===== src/rtl/wctr_pkg.sv =====
package wctr_pkg;

    localparam int CNT_W = 32;
    localparam int BUS_W = 16;

    typedef enum logic {
        HALF_LO = 1'b0,
        HALF_HI = 1'b1
    } half_sel_e;

    typedef struct packed {
        logic rd_lo;
        logic rd_hi;
        logic wr_lo;
        logic wr_hi;
    } acc_t;

    function automatic acc_t decode_acc(logic sel, logic we, half_sel_e addr);
        acc_t a;
        a.rd_lo = sel && !we && (addr == HALF_LO);
        a.rd_hi = sel && !we && (addr == HALF_HI);
        a.wr_lo = sel &&  we && (addr == HALF_LO);
        a.wr_hi = sel &&  we && (addr == HALF_HI);
        return a;
    endfunction

endpackage


===== src/rtl/wctr_core.sv =====
module wctr_core #(
    parameter int CNT_W = wctr_pkg::CNT_W
) (
    input  logic             clk,
    input  logic             rst,
    input  logic             en,
    input  logic             load,
    input  logic [CNT_W-1:0] load_val,
    output logic [CNT_W-1:0] cnt
);

    always_ff @(posedge clk) begin
        if (rst)       cnt <= '0;
        else if (load) cnt <= load_val;
        else if (en)   cnt <= cnt + CNT_W'(1);
    end

    p_inc_r2: assert property (@(posedge clk) disable iff (rst)
        (en && !load) |=> (cnt == $past(cnt) + CNT_W'(1)));

    p_idle_r2: assert property (@(posedge clk) disable iff (rst)
        (!en && !load) |=> $stable(cnt));

    p_wrap_r3: assert property (@(posedge clk) disable iff (rst)
        (en && !load && (cnt == '1)) |=> (cnt == '0));

    p_load_wins_r8: assert property (@(posedge clk) disable iff (rst)
        load |=> (cnt == $past(load_val)));

    p_reset_cnt_r1: assert property (@(posedge clk)
        rst |=> (cnt == '0));

endmodule


===== src/rtl/wctr_shadow.sv =====
module wctr_shadow #(
    parameter int HI_W = wctr_pkg::CNT_W - wctr_pkg::BUS_W
) (
    input  logic            clk,
    input  logic            rst,
    input  logic            cap,
    input  logic [HI_W-1:0] hi_in,
    input  logic            stg_we,
    input  logic [HI_W-1:0] stg_in,
    output logic [HI_W-1:0] hold,
    output logic [HI_W-1:0] stage
);

    always_ff @(posedge clk) begin
        if (rst)      hold <= '0;
        else if (cap) hold <= hi_in;
    end

    always_ff @(posedge clk) begin
        if (rst)         stage <= '0;
        else if (stg_we) stage <= stg_in;
    end

    p_capture_r5: assert property (@(posedge clk) disable iff (rst)
        cap |=> (hold == $past(hi_in)));

    p_hold_still_r6: assert property (@(posedge clk) disable iff (rst)
        !cap |=> $stable(hold));

    p_stage_wr_r7: assert property (@(posedge clk) disable iff (rst)
        stg_we |=> (stage == $past(stg_in)));

    p_reset_regs_r1: assert property (@(posedge clk)
        rst |=> (hold == '0 && stage == '0));

endmodule


===== src/rtl/wctr_rmux.sv =====
module wctr_rmux #(
    parameter int BUS_W = wctr_pkg::BUS_W,
    parameter int HI_W  = wctr_pkg::CNT_W - wctr_pkg::BUS_W
) (
    input  wctr_pkg::acc_t   acc,
    input  logic [BUS_W-1:0] lo_live,
    input  logic [HI_W-1:0]  hold,
    output logic [BUS_W-1:0] rdata
);

    logic [BUS_W-1:0] hold_ext;

    generate
        if (HI_W >= BUS_W) begin : g_trunc
            assign hold_ext = hold[BUS_W-1:0];
        end else begin : g_pad
            assign hold_ext = {{(BUS_W-HI_W){1'b0}}, hold};
        end
    endgenerate

    always_comb begin
        rdata = '0;
        if (acc.rd_lo)      rdata = lo_live;
        else if (acc.rd_hi) rdata = hold_ext;
    end

endmodule


===== src/rtl/wide_counter_port.sv =====
module wide_counter_port #(
    parameter int CNT_W = wctr_pkg::CNT_W,
    parameter int BUS_W = wctr_pkg::BUS_W
) (
    input  logic             clk,
    input  logic             rst,
    input  logic             cnt_en,
    input  logic             bus_sel,
    input  logic             bus_we,
    input  logic             bus_addr,
    input  logic [BUS_W-1:0] bus_wdata,
    output logic [BUS_W-1:0] bus_rdata
);
    import wctr_pkg::*;

    localparam int HI_W = CNT_W - BUS_W;

    acc_t             acc;
    logic [CNT_W-1:0] cnt;
    logic [HI_W-1:0]  hold;
    logic [HI_W-1:0]  stage;
    logic [CNT_W-1:0] load_val;

    assign acc      = decode_acc(bus_sel, bus_we, half_sel_e'(bus_addr));
    assign load_val = {stage, bus_wdata};

    wctr_core #(.CNT_W(CNT_W)) u_core (
        .clk      (clk),
        .rst      (rst),
        .en       (cnt_en),
        .load     (acc.wr_lo),
        .load_val (load_val),
        .cnt      (cnt)
    );

    wctr_shadow #(.HI_W(HI_W)) u_shadow (
        .clk    (clk),
        .rst    (rst),
        .cap    (acc.rd_lo),
        .hi_in  (cnt[CNT_W-1:BUS_W]),
        .stg_we (acc.wr_hi),
        .stg_in (HI_W'(bus_wdata)),
        .hold   (hold),
        .stage  (stage)
    );

    wctr_rmux #(.BUS_W(BUS_W), .HI_W(HI_W)) u_rmux (
        .acc     (acc),
        .lo_live (cnt[BUS_W-1:0]),
        .hold    (hold),
        .rdata   (bus_rdata)
    );

    p_idle_bus_r10: assert property (@(posedge clk) disable iff (rst)
        (!bus_sel || bus_we) |-> (bus_rdata == '0));

    p_upper_write_keeps_cnt_r7: assert property (@(posedge clk) disable iff (rst)
        (bus_sel && bus_we && bus_addr && !cnt_en) |=> $stable(cnt));

endmodule


===== config.mk =====
export PLATFORM = sky130hd
export DESIGN_NAME = wide_counter_port
export DESIGN_NICKNAME = d
export VERILOG_FILES = /design/src/rtl/wctr_pkg.sv /design/src/rtl/wctr_core.sv /design/src/rtl/wctr_shadow.sv /design/src/rtl/wctr_rmux.sv /design/src/rtl/wide_counter_port.sv
export SDC_FILE = /design/constraint.sdc
export NUM_CORES = 1
export LEC_CHECK = 0
export BUFFER_PORTS_ARGS = -buffer_cell sky130_fd_sc_hd__buf_2
export CAP_MARGIN = 20
export CORE_MARGIN = 1.5
export CORE_UTILIZATION = 52
export DETAILED_ROUTE_END_ITERATION = 10
export GPL_TIMING_DRIVEN = 0
export MAX_ROUTING_LAYER = met4
export PLACE_DENSITY = 0.75
export SYNTH_ARGS = -nofsm -noshare
export SYNTH_HDL_FRONTEND = slang
export SYNTH_SLANG_ARGS = --single-unit

===== constraint.sdc =====
create_clock -name clk -period 1.8 [get_ports clk]
set_input_delay 0.27 -clock clk [delete_from_list [all_inputs] [get_ports clk]]
set_output_delay 0.27 -clock clk [all_outputs]
set_load 0.02 [all_outputs]

==> reports/metrics.yaml, run 1 <==
via_per_inst: 6.37
cts_root_buffer: "clkbuf_8"
cellPowerDensity_mw_per_mm2: 723
grt_max_degree: 11
drt-pass1-iter-count: 7
insertion_delay_ns: 0.35
rows: 28
min_to: "u_shadow.stage[3]$_SDFFE_PP0P_"
cts_max_path_buffers: 2
period_needed_ns: 1.80
finish.utilization_pct: 71.7
grt_pass1_vias: 3023
hold_start: "bus_wdata[3]"
min_path_type: "primary input to flop"
maxSlewHeadroom_pct: 53.7
n_antenna_cell: 0
gp_congestion: 0.927
path_depth: 7
fillerInstances: 455
drtAntennaViolNets: 0
leakage_nw: 1.58
first_iter_violations: 554
setup_viol: 3
synthToLayoutAreaGrowth_pct: 32.9
ys_ff_latch: 64
path_delay_family: "simple AND/OR/NAND/NOR gates"
ys_seq_area_share_pct: 40.1
vias: 3635
htreeDepth: 3
path_max_fanout: 5
critPathRequiredTime_ns: 2.06
grt_overflow: 0
yosysTopAreaCell: "dfxtp_1"
whs_ns: 0.164
antenna_found_initial: 0
dieArea_mm2: 0.00662
end_kind: "flop"
use_met2_pct: 44.0
dp_cells: 514
wl_per_cell_um: 19.3
port_buffers: 37
rrSetupSlack_ns: -0.004
hold_buffers: 0
synth_cell_type_count: 41
final_nets: 514
hpwl_um: 6880
cts_sinks: 64
syn_inst: 402
drv_cap: 0
rsz0062_at_grt: "true"
violations: "negative setup slack"
wl_um: 11000
use_met1_pct: 44.1
period_share_pct: 100
ir_drop_mv: 0.490
skew_ns: 0.00944
async_flop_share_pct: 0
tns_ns: -0.0124
crit_chain: "ha_4 > and4_1 > clkbuf_8 > buf_4 > nand2_1 > or4_4 > a311oi_2"
finalNonFillerCells: 571
synth_area_mm2: 0.00320
synth_area_per_cell_um2: 7.95
cts_tree: "done"
worstPathArrival_ns: 2.06
synth_edf_count: 0
synth_area_leaders: "dfxtp_1, nand2_1, a21oi_1, a22o_1, a211oi_1"
status: "finished, violations left"
cp_slowest_cell: "or4_4"
clk_pin_slew_ns: 0.07
grt_pass1_wl_um: 15300
synth_nets: 425
gr-usage-met3_pct: 10.8
pin_count: 38
worst_pin_slew_ns: 0.695
start_util_pct: 54.0
die_w_um: 81.4
ys_warn_count: 0
critPathKind: "flop to flop"
cpPeakStageDelay_ns: 0.41
layout-drive-gt1-share_pct: 31.9
crit_start: "u_core.cnt[1]$_SDFFE_PP0P_"
busiest_layer: "met1"
synthFlopType: "dfxtp_1"
timing.rr.start: "u_core.cnt[1]$_SDFFE_PP0P_"
hold_violations: 0
setup_ws_ns: -0.00448
grt_usage_pct: 32.5
drc: 0
die_h_um: 81.4
fp.coreArea_mm2: 0.00592
worst_r2r_endpoint: "u_core.cnt[24]$_SDFFE_PP0P_"
cts_made_buffers: 9
synth_top_area_share_pct: 40.1
fmax_mhz: 554
finalMaxSlewViolations: 0
reg2reg_depth: 7
cp_num_buf_inv: 2
start_kind: "flop"
holdPathStages: 3
## repair_timing
| action | 4_1_cts | 5_1_grt |
|---|---|---|
| buffers inserted | 20 | 24 |
| cloned | 0 | 0 |
| pin swaps | 6 | 15 |
| gates resized for setup | 35 | 43 |
| setup endpoints to repair | 29 | 25 |
## placed cells by master (no fill, tap or decap), drive strengths merged, types with 9 or more instances in the layout
master | netlist | layout
a211oi | 17 | 17
a21oi | 35 | 35
a22o | 16 | 16
a311oi | 10 | 10
and4 | 10 | 10
buf | 6 | 86
clkbuf | 26 | 36
dfxtp | 64 | 64
nand2 | 82 | 82
nand3 | 11 | 11
nand4 | 15 | 15
nor2 | 33 | 33
o31ai | 9 | 9
or4 | 12 | 12
## power by group
| part | switching, mW | internal (mW) |
|---|---|---|
| Sequential | 0.0635 | 1.46 |
| Clock | 0.567 | 0.634 |
| Combinational | 0.206 | 0.141 |
## cells by family after synthesis
group | synth area share, %
and+or+nand+nor | 30.4
AOI/OAI and AO/OA | 21.1
DFF | 40.1
buffers and inverters | 4.15
xor gates and xnor gates | 3.56
muxes | 0.313
adders and majority gates | 0.391
## layout make-up
cell class,count,area (um^2),share of cell area (%)
Multi-Input combinational cell,305,1930,45.5
Timing Repair Buffer,81,523,12.3
Inverter,1,3.75,0.0884
Sequential cell,64,1360,32.1
Clock buffer,12,135,3.18
Buffer,29,153,3.59
Clock inverter,4,45.0,1.06
Tap cell,75,93.8,2.21
## how the worst max path moves through the flow
stage / end / slack (ns)
3_5_place_dp: u_core.cnt[19]$_SDFFE_PP0P_ / -0.29
6_report: u_core.cnt[24]$_SDFFE_PP0P_ / -0.004
4_1_cts: u_core.cnt[21]$_SDFFE_PP0P_ / -0.07
5_1_grt: u_core.cnt[18]$_SDFFE_PP0P_ / -0.05
3_3_place_gp: u_core.cnt[26]$_SDFFE_PP0P_ / -0.28
2_1_floorplan: u_core.cnt[26]$_SDFFE_PP0P_ / -0.01
## metrics by stage
stage / cell area, um^2 / total power [mW] / setup WS [ns]
2_1_floorplan: 3250 / 1.71 / -0.0134
5_1_grt: 4250 / 3.16 / -0.0459
3_5_place_dp: 3520 / 1.82 / -0.290
4_1_cts: 3940 / 3.00 / -0.0671
6_report: 4250 / 3.07 / -0.00448
3_3_place_gp: 3520 / 1.81 / -0.282
## worst reg2reg max path, cell delays in order (launching register included)
cell and delay (ns):
dfxtp_4 0.38, ha_4 0.15, and4_1 0.19, clkbuf_8 0.15, buf_4 0.13, nand2_1 0.06
or4_4 0.41, a311oi_2 0.23
## registers in the layout, summed over array words and instances, names as in the netlist
register,count
u_core.cnt,32
u_shadow.hold,16
u_shadow.stage,16
## per-layer routing
layer / share of wire (%) / vias up
li1: - / 1667
met5: 0 / -
met2: 44 / 251
met4: 3.5 / 0
met3: 11 / 62
met1: 41 / 1655
## Yosys cell counts, types with 8 or more instances
cell type,n
nor2_1,33
clkbuf_1,25
nand4_1,14
a22o_1,16
or4_1,11
dfxtp_1,64
a21oi_1,35
nand3_1,11
nor4_1,8
o31ai_1,9
and4_1,10
a211oi_1,17
a311oi_1,10
nand2_1,82
(Power assumes the default switching activity.)
==> inputs of run 2 (changes only) <==
--- a/config.mk
+++ b/config.mk
@@ -5,14 +5,15 @@
 export SDC_FILE = /design/constraint.sdc
 export NUM_CORES = 1
 export LEC_CHECK = 0
+export ABC_AREA = 1
 export BUFFER_PORTS_ARGS = -buffer_cell sky130_fd_sc_hd__buf_2
 export CAP_MARGIN = 20
 export CORE_MARGIN = 1.5
-export CORE_UTILIZATION = 52
+export CORE_UTILIZATION = 53
 export DETAILED_ROUTE_END_ITERATION = 10
 export GPL_TIMING_DRIVEN = 0
 export MAX_ROUTING_LAYER = met4
-export PLACE_DENSITY = 0.75
+export PLACE_DENSITY = 0.76
 export SYNTH_ARGS = -nofsm -noshare
 export SYNTH_HDL_FRONTEND = slang
 export SYNTH_SLANG_ARGS = --single-unit
==> run 2 against run 1 <==
Via count rose by 2.8%; highest routed layer unchanged; worst setup slack better by 0.088 ns; sequential power is essentially flat; register-to-register slack gained 0.22 ns; combinational power shrank 8.6%; utilization fell by 8.4 points; the flow finishes with violations (design-rule violations); flip-flop and latch count unchanged; wire length rose by 1.5%; clock skew shrank 0.00092 ns; critical path depth down 1.
==> reports/metrics.yaml, run 2 <==
pin_count: 38
period_share_pct: 95.3
path_max_fanout: 10
drtAntennaViolNets: 0
grt_pass1_vias: 3429
first_iter_violations: 249
hold_violations: 0
cts_max_path_buffers: 2
synth_edf_count: 0
rows: 29
min_to: "u_core.cnt[6]$_SDFFE_PP0P_"
critPathKind: "primary input to output port"
synth_xor_area_share_pct: 3.34
synth_top_area_share_pct: 35.7
synth_compound_area_share_pct: 21.6
synth_area_leaders: "dfxtp_1, nand2_1, inv_1, a21oi_1, o21ai_0"
fillerInstances: 637
ir_drop_mv: 0.751
period_needed_ns: 1.72
top_regs: "u_core.cnt x32, u_shadow.hold x16, u_shadow.stage x16"
cts_setup_buffers: 0
synth_fa_ha_area_share_pct: 0.348
rrSetupSlack_ns: 0.22
hpwl_um: 8400
cellPowerDensity_mw_per_mm2: 779
die_h_um: 85.3
largest-register: "u_core.cnt"
combPwrFrac_pct: 10.0
antenna_found_initial: 1
synth_cell_type_count: 25
synthToLayoutAreaGrowth_pct: 13.9
syn_inst: 546
clk_pin_slew_ns: 0.07
via_per_inst: 5.53
holdPathStages: 3
setup_viol: 0
reg2reg_depth: 9
yosysMostFrequentCell: "nand2_1"
port_buffers: 37
violations: "design-rule violations"
ys_seq_area_share_pct: 35.7
pwr-share-clk_pct: 42.7
final_nets: 616
layout-drive-gt1-share_pct: 14.2
grt_pass1_wl_um: 17600
drv_cap: 0
worstPathArrival_ns: 1.45
p_switching_uw: 827
p_sw_share_pct: 25.9
grt_max_degree: 20
internal_power_mw: 2.36
min_path_type: "primary input to flop"
drc: 2
cts_tree: "done"
synth_top_family_by_area: "simple AND/OR/NAND/NOR gates"
mostFrequentLayoutCells: "nand2_1, inv_1, dfxtp_1"
cts_sinks: 64
worst_r2r_endpoint: "u_core.cnt[31]$_SDFFE_PP0P_"
grt_overflow: 0
crit_start: "bus_we"
drt-pass1-iter-count: 8
wl_um: 11200
start_util_pct: 55.6
fmax_mhz: 583
synth.top_cells.by_count: "nand2_1, inv_1, dfxtp_1"
synth_area_per_cell_um2: 6.58
cts_root_buffer: "clkbuf_8"
synthFlopType: "dfxtp_1"
yosysTopAreaCell: "dfxtp_1"
dieArea_mm2: 0.00728
grt_usage_pct: 33.0
synth-simple-area-share_pct: 25.6
synth_nets: 569
ys_ff_latch: 64
skew_ns: 0.00852
timing.rr.start: "u_core.cnt[15]$_SDFFE_PP0P_"
maxSlewHeadroom_pct: 52.9
start_kind: "primary input"
cts_made_buffers: 9
rsz0062_at_grt: "false"
hold_start: "bus_wdata[6]"
p_seq_share_pct: 47.3
htreeDepth: 3
fp.coreArea_mm2: 0.00646
gp_congestion: 0.994
insertion_delay_ns: 0.35
async_flop_share_pct: 0
synth.area.mux_share_pct: 0
end_kind: "output port"
die_w_um: 85.3
layout_commonest_cell: "nand2_1"
synth_area_mm2: 0.00359
ys_warn_count: 0
tns_ns: 0
total_power_mw: 3.19
vias: 3735
critPathRequiredTime_ns: 1.53
wl_per_cell_um: 16.6
worst_pin_slew_ns: 0.706
finalMaxSlewViolations: 0
largest_reg_flops: 32
status: "finished, violations left"
leakage_nw: 1.63
## run 2: cell count changes in the layout (fill, tap and decap cells not counted), sizes merged, moves of 25 or more
cell and delta:
buf -42, o21ai +48, nand2 +39, o22ai +31
a21oi +25, inv +103
## run 2: cells by family (layout without fill, tap and decap cells)
family                   count (synthesis)  in the layout
other                                    0              1
adder cells (fa/ha/maj)                  1              1
flip-flops                              64             64
XOR/XNOR                                12             12
buffers and inverters                  126            178
AO/OA/AOI/OAI                          145            145
AND/OR/NAND/NOR                        198            198
## run 2: routing by layer
| metal | track usage (%) | wire length [um] | share of wire (%) |
|---|---|---|---|
| met2 | 51.0 | 5090 | 45 |
| met3 | 6.23 | 944 | 8.4 |
| met5 | - | 0 | 0 |
| met1 | 42.6 | 4880 | 44 |
| met4 | 13.2 | 278 | 2.5 |
## run 2: timing repair
action | CTS | global route
resized for setup | 1 | 0
setup endpoints to repair | 10 | 0
hold buffers | 0 | 0
## run 2: worst max-delay path: stages
cell and delay [ns]:
buf_2 0.11, inv_1 0.06, nand3_1 0.22, clkbuf_2 0.34
o22ai_1 0.24, buf_2 0.19
## run 2: area by class of cell
| cell class | instances | area, um^2 | share of cell area, % |
|---|---|---|---|
| repair buffers | 37 | 185 | 4.52 |
| multi-input cells | 356 | 1830 | 44.7 |
| inverters | 104 | 390 | 9.54 |
| flip-flops and latches | 64 | 1280 | 31.3 |
| diodes | 1 | 2.50 | 0.0611 |
| clock buffers | 14 | 183 | 4.46 |
| well taps | 77 | 96.3 | 2.35 |
| clock inverters | 2 | 35.0 | 0.856 |
| plain buffers | 21 | 90.1 | 2.20 |
## run 2: power groups by stage
stage          Clock, mW  Sequential [mW]  Combinational (mW)
5_1_grt             1.42             1.51               0.349
6_report            1.36             1.51               0.317
3_5_place_dp           0             1.54               0.309
3_3_place_gp           0             1.54               0.302
4_1_cts             1.37             1.51               0.310
2_1_floorplan          0             1.53               0.197
## run 2: worst max-delay path by stage
stage	endpoint	slack [ns]	cells after the start
3_3_place_gp	bus_rdata[10]	-0.02	7
3_5_place_dp	bus_rdata[12]	-0.12	7
4_1_cts	bus_rdata[12]	0.09	6
6_report	bus_rdata[12]	0.08	6
5_1_grt	bus_rdata[11]	0.04	6
2_1_floorplan	bus_rdata[10]	0.41	5
## run 2: metrics by stage
step | setup slack, ns | instance area (um^2) | util (%) | hold WS, ns | cells
floorplan | 0.407 | 3590 | - | 0.424 | 546
global placement | -0.0188 | 3870 | 60.0 | 0.440 | 660
detailed placement | -0.115 | 3870 | 60.0 | 0.446 | 660
CTS | 0.0907 | 4090 | 63.3 | 0.208 | 675
global route | 0.0400 | 4090 | 63.4 | 0.220 | 676
finish | 0.0839 | 4090 | 63.4 | 0.209 | 676
==> inputs of run 3 (changes only) <==
--- a/config.mk
+++ b/config.mk
@@ -9,11 +9,11 @@
 export BUFFER_PORTS_ARGS = -buffer_cell sky130_fd_sc_hd__buf_2
 export CAP_MARGIN = 20
 export CORE_MARGIN = 1.5
-export CORE_UTILIZATION = 53
+export CORE_UTILIZATION = 54
 export DETAILED_ROUTE_END_ITERATION = 10
 export GPL_TIMING_DRIVEN = 0
 export MAX_ROUTING_LAYER = met4
-export PLACE_DENSITY = 0.76
+export PLACE_DENSITY = 0.74
 export SYNTH_ARGS = -nofsm -noshare
 export SYNTH_HDL_FRONTEND = slang
 export SYNTH_SLANG_ARGS = --single-unit
==> constraint.sdc (replaced) <==
create_clock -name clk -period 2 [get_ports clk]
set_input_delay 0.3 -clock clk [delete_from_list [all_inputs] [get_ports clk]]
set_output_delay 0.3 -clock clk [all_outputs]
set_load 0.02 [all_outputs]
==> run 3 against run 2 <==
The flow now finishes without violations; hold slack improved by 0.014 ns; combinational power decreased by 10%; sequential share of layout area increased by 0.058 points; largest power group unchanged.
==> reports/metrics.yaml, run 3 (synthesis results as in run 2) <==
cp_num_buf_inv: 4
critPathRequiredTime_ns: 1.70
crit_top_cell: "buf_2"
fmax_mhz: 533
layout-drive-gt1-share_pct: 13.7
path_max_fanout: 10
postLayoutCellArea_mm2: 0.00409
insertion_delay_ns: 0.35
grt_max_degree: 11
wl_um: 11200
start_util_pct: 56.3
cts_max_path_buffers: 2
rows: 29
fillerInstances: 617
total_power_mw: 2.90
rsz0062_at_grt: "false"
cp_slowest_cell: "clkbuf_1"
status: "finished clean"
cts_tree: "done"
worst_pin_slew_ns: 0.681
maxSlewHeadroom_pct: 54.6
cts_sinks: 64
grt_pass1_wl_um: 17900
end_kind: "output port"
final_nets: 616
synthToLayoutAreaGrowth_pct: 13.7
clk_pin_slew_ns: 0.07
setup_viol: 0
drc: 0
grt_overflow: 0
largest-register: "u_core.cnt"
min_path_type: "primary input to flop"
layout_commonest_cell: "nand2_1"
vias: 3824
die_h_um: 84.6
leakage_nw: 1.62
start_kind: "primary input"
period_needed_ns: 1.88
port_buffers: 37
crit_chain: "buf_2 > inv_1 > nand3_1 > clkbuf_1 > o22ai_1 > buf_2"
hold_start: "bus_wdata[7]"
hpwl_um: 8390
worstPathArrival_ns: 1.58
via_per_inst: 5.67
drv_cap: 0
cts_made_buffers: 9
tns_ns: 0
cts_resized: 0
skew_ns: 0.00759
timing.rr.start: "u_core.cnt[22]$_SDFFE_PP0P_"
htreeDepth: 3
top_regs: "u_core.cnt x32, u_shadow.hold x16, u_shadow.stage x16"
dieArea_mm2: 0.00715
wl_per_cell_um: 16.5
cpPeakStageDelay_ns: 0.55
n_antenna_cell: 0
cts_root_buffer: "clkbuf_8"
drtAntennaViolNets: 0
mostFrequentLayoutCells: "nand2_1, inv_1, dfxtp_1"
die_w_um: 84.6
grt_usage_pct: 33.5
pin_count: 38
gp_congestion: 0.991
grt_pass1_vias: 3591
ir_drop_mv: 0.520
drt-pass1-iter-count: 4
finalMaxSlewViolations: 0
path_delay_family: "buffers and inverters"
critPathKind: "primary input to output port"
reg2reg_depth: 9
cellPowerDensity_mw_per_mm2: 709
first_iter_violations: 266
largest_reg_flops: 32
antenna_found_initial: 0
period_share_pct: 93.8
finalNonFillerCells: 675
finish.utilization_pct: 64.0
rrSetupSlack_ns: 0.35
fp.coreArea_mm2: 0.00639
dp_cells: 660
holdPathStages: 3
placed_area_mm2: 0.00387
worst_r2r_endpoint: "u_core.cnt[31]$_SDFFE_PP0P_"
hold_violations: 0
min_to: "u_core.cnt[7]$_SDFFE_PP0P_"
==> run 3: cell count changes in the layout (fill, tap and decap cells not counted) <==
cell | before | now
bufinv_16 | 1 | 2
clkbuf_1 | 14 | 17
clkbuf_2 | 1 | 0
clkbuf_8 | 13 | 10
diode_2 | 1 | 0
==> run 3: report_power, final <==
group	switching, mW	leakage (nW)	internal [mW]
Combinational	0.198	0.994	0.0868
Sequential	0.0317	0.521	1.33
Clock	0.517	0.108	0.736
Total	0.747	1.62	2.15
==> run 3: cell type report <==
type | instances | area (um^2) | share of cell area, %
Tap cell | 77 | 96.3 | 2.36
Multi-Input combinational cell | 356 | 1830 | 44.8
Timing Repair Buffer | 37 | 185 | 4.53
Sequential cell | 64 | 1280 | 31.4
Clock buffer | 13 | 149 | 3.64
Clock inverter | 3 | 65.1 | 1.59
Buffer | 21 | 88.8 | 2.17
Inverter | 104 | 390 | 9.56
==> run 3: worst max-delay path by stage <==
stage                       from       endpoint  depth (start not counted)
final                     bus_we   bus_rdata[8]                          6
after detailed placement  bus_we   bus_rdata[8]                          7
after global placement    bus_we  bus_rdata[12]                          7
after global routing      bus_we   bus_rdata[9]                          6
after floorplan           bus_we  bus_rdata[10]                          5
after CTS                 bus_we   bus_rdata[8]                          7
==> run 3: per-stage QoR <==
| step | hold WS [ns] | worst slack (ns) |
|---|---|---|
| after CTS | 0.225 | 0.0840 |
| after floorplan | 0.424 | 0.547 |
| after detailed placement | 0.443 | 0.0857 |
| after global placement | 0.440 | 0.113 |
| after global routing | 0.257 | 0.0358 |
| final | 0.224 | 0.125 |
==> run 3: timing repair <==
item	4_1_cts	5_1_grt
setup endpoints to repair	0	10
hold buffers	0	0
setup buffers	0	0
==> run 3: worst reg2reg max path: stages, from the launching register on <==
cell and delay, ns:
dfxtp_1 0.51, nand2_1 0.11, nor2_1 0.20, nand2_1 0.12, nor2_1 0.22, nand2_1 0.09
nand2_1 0.08, nand2_1 0.05, nand2_1 0.06, a21oi_1 0.07
==> run 3: routing by layer <==
layer / wire length (um) / vias to the layer above / track usage, %
li1: - / 1836 / -
met1: 4880 / 1802 / 43.3
met2: 5050 / 158 / 51.9
met3: 852 / 28 / 4.72
met4: 382 / 0 / 15.2
met5: 0 / - / -
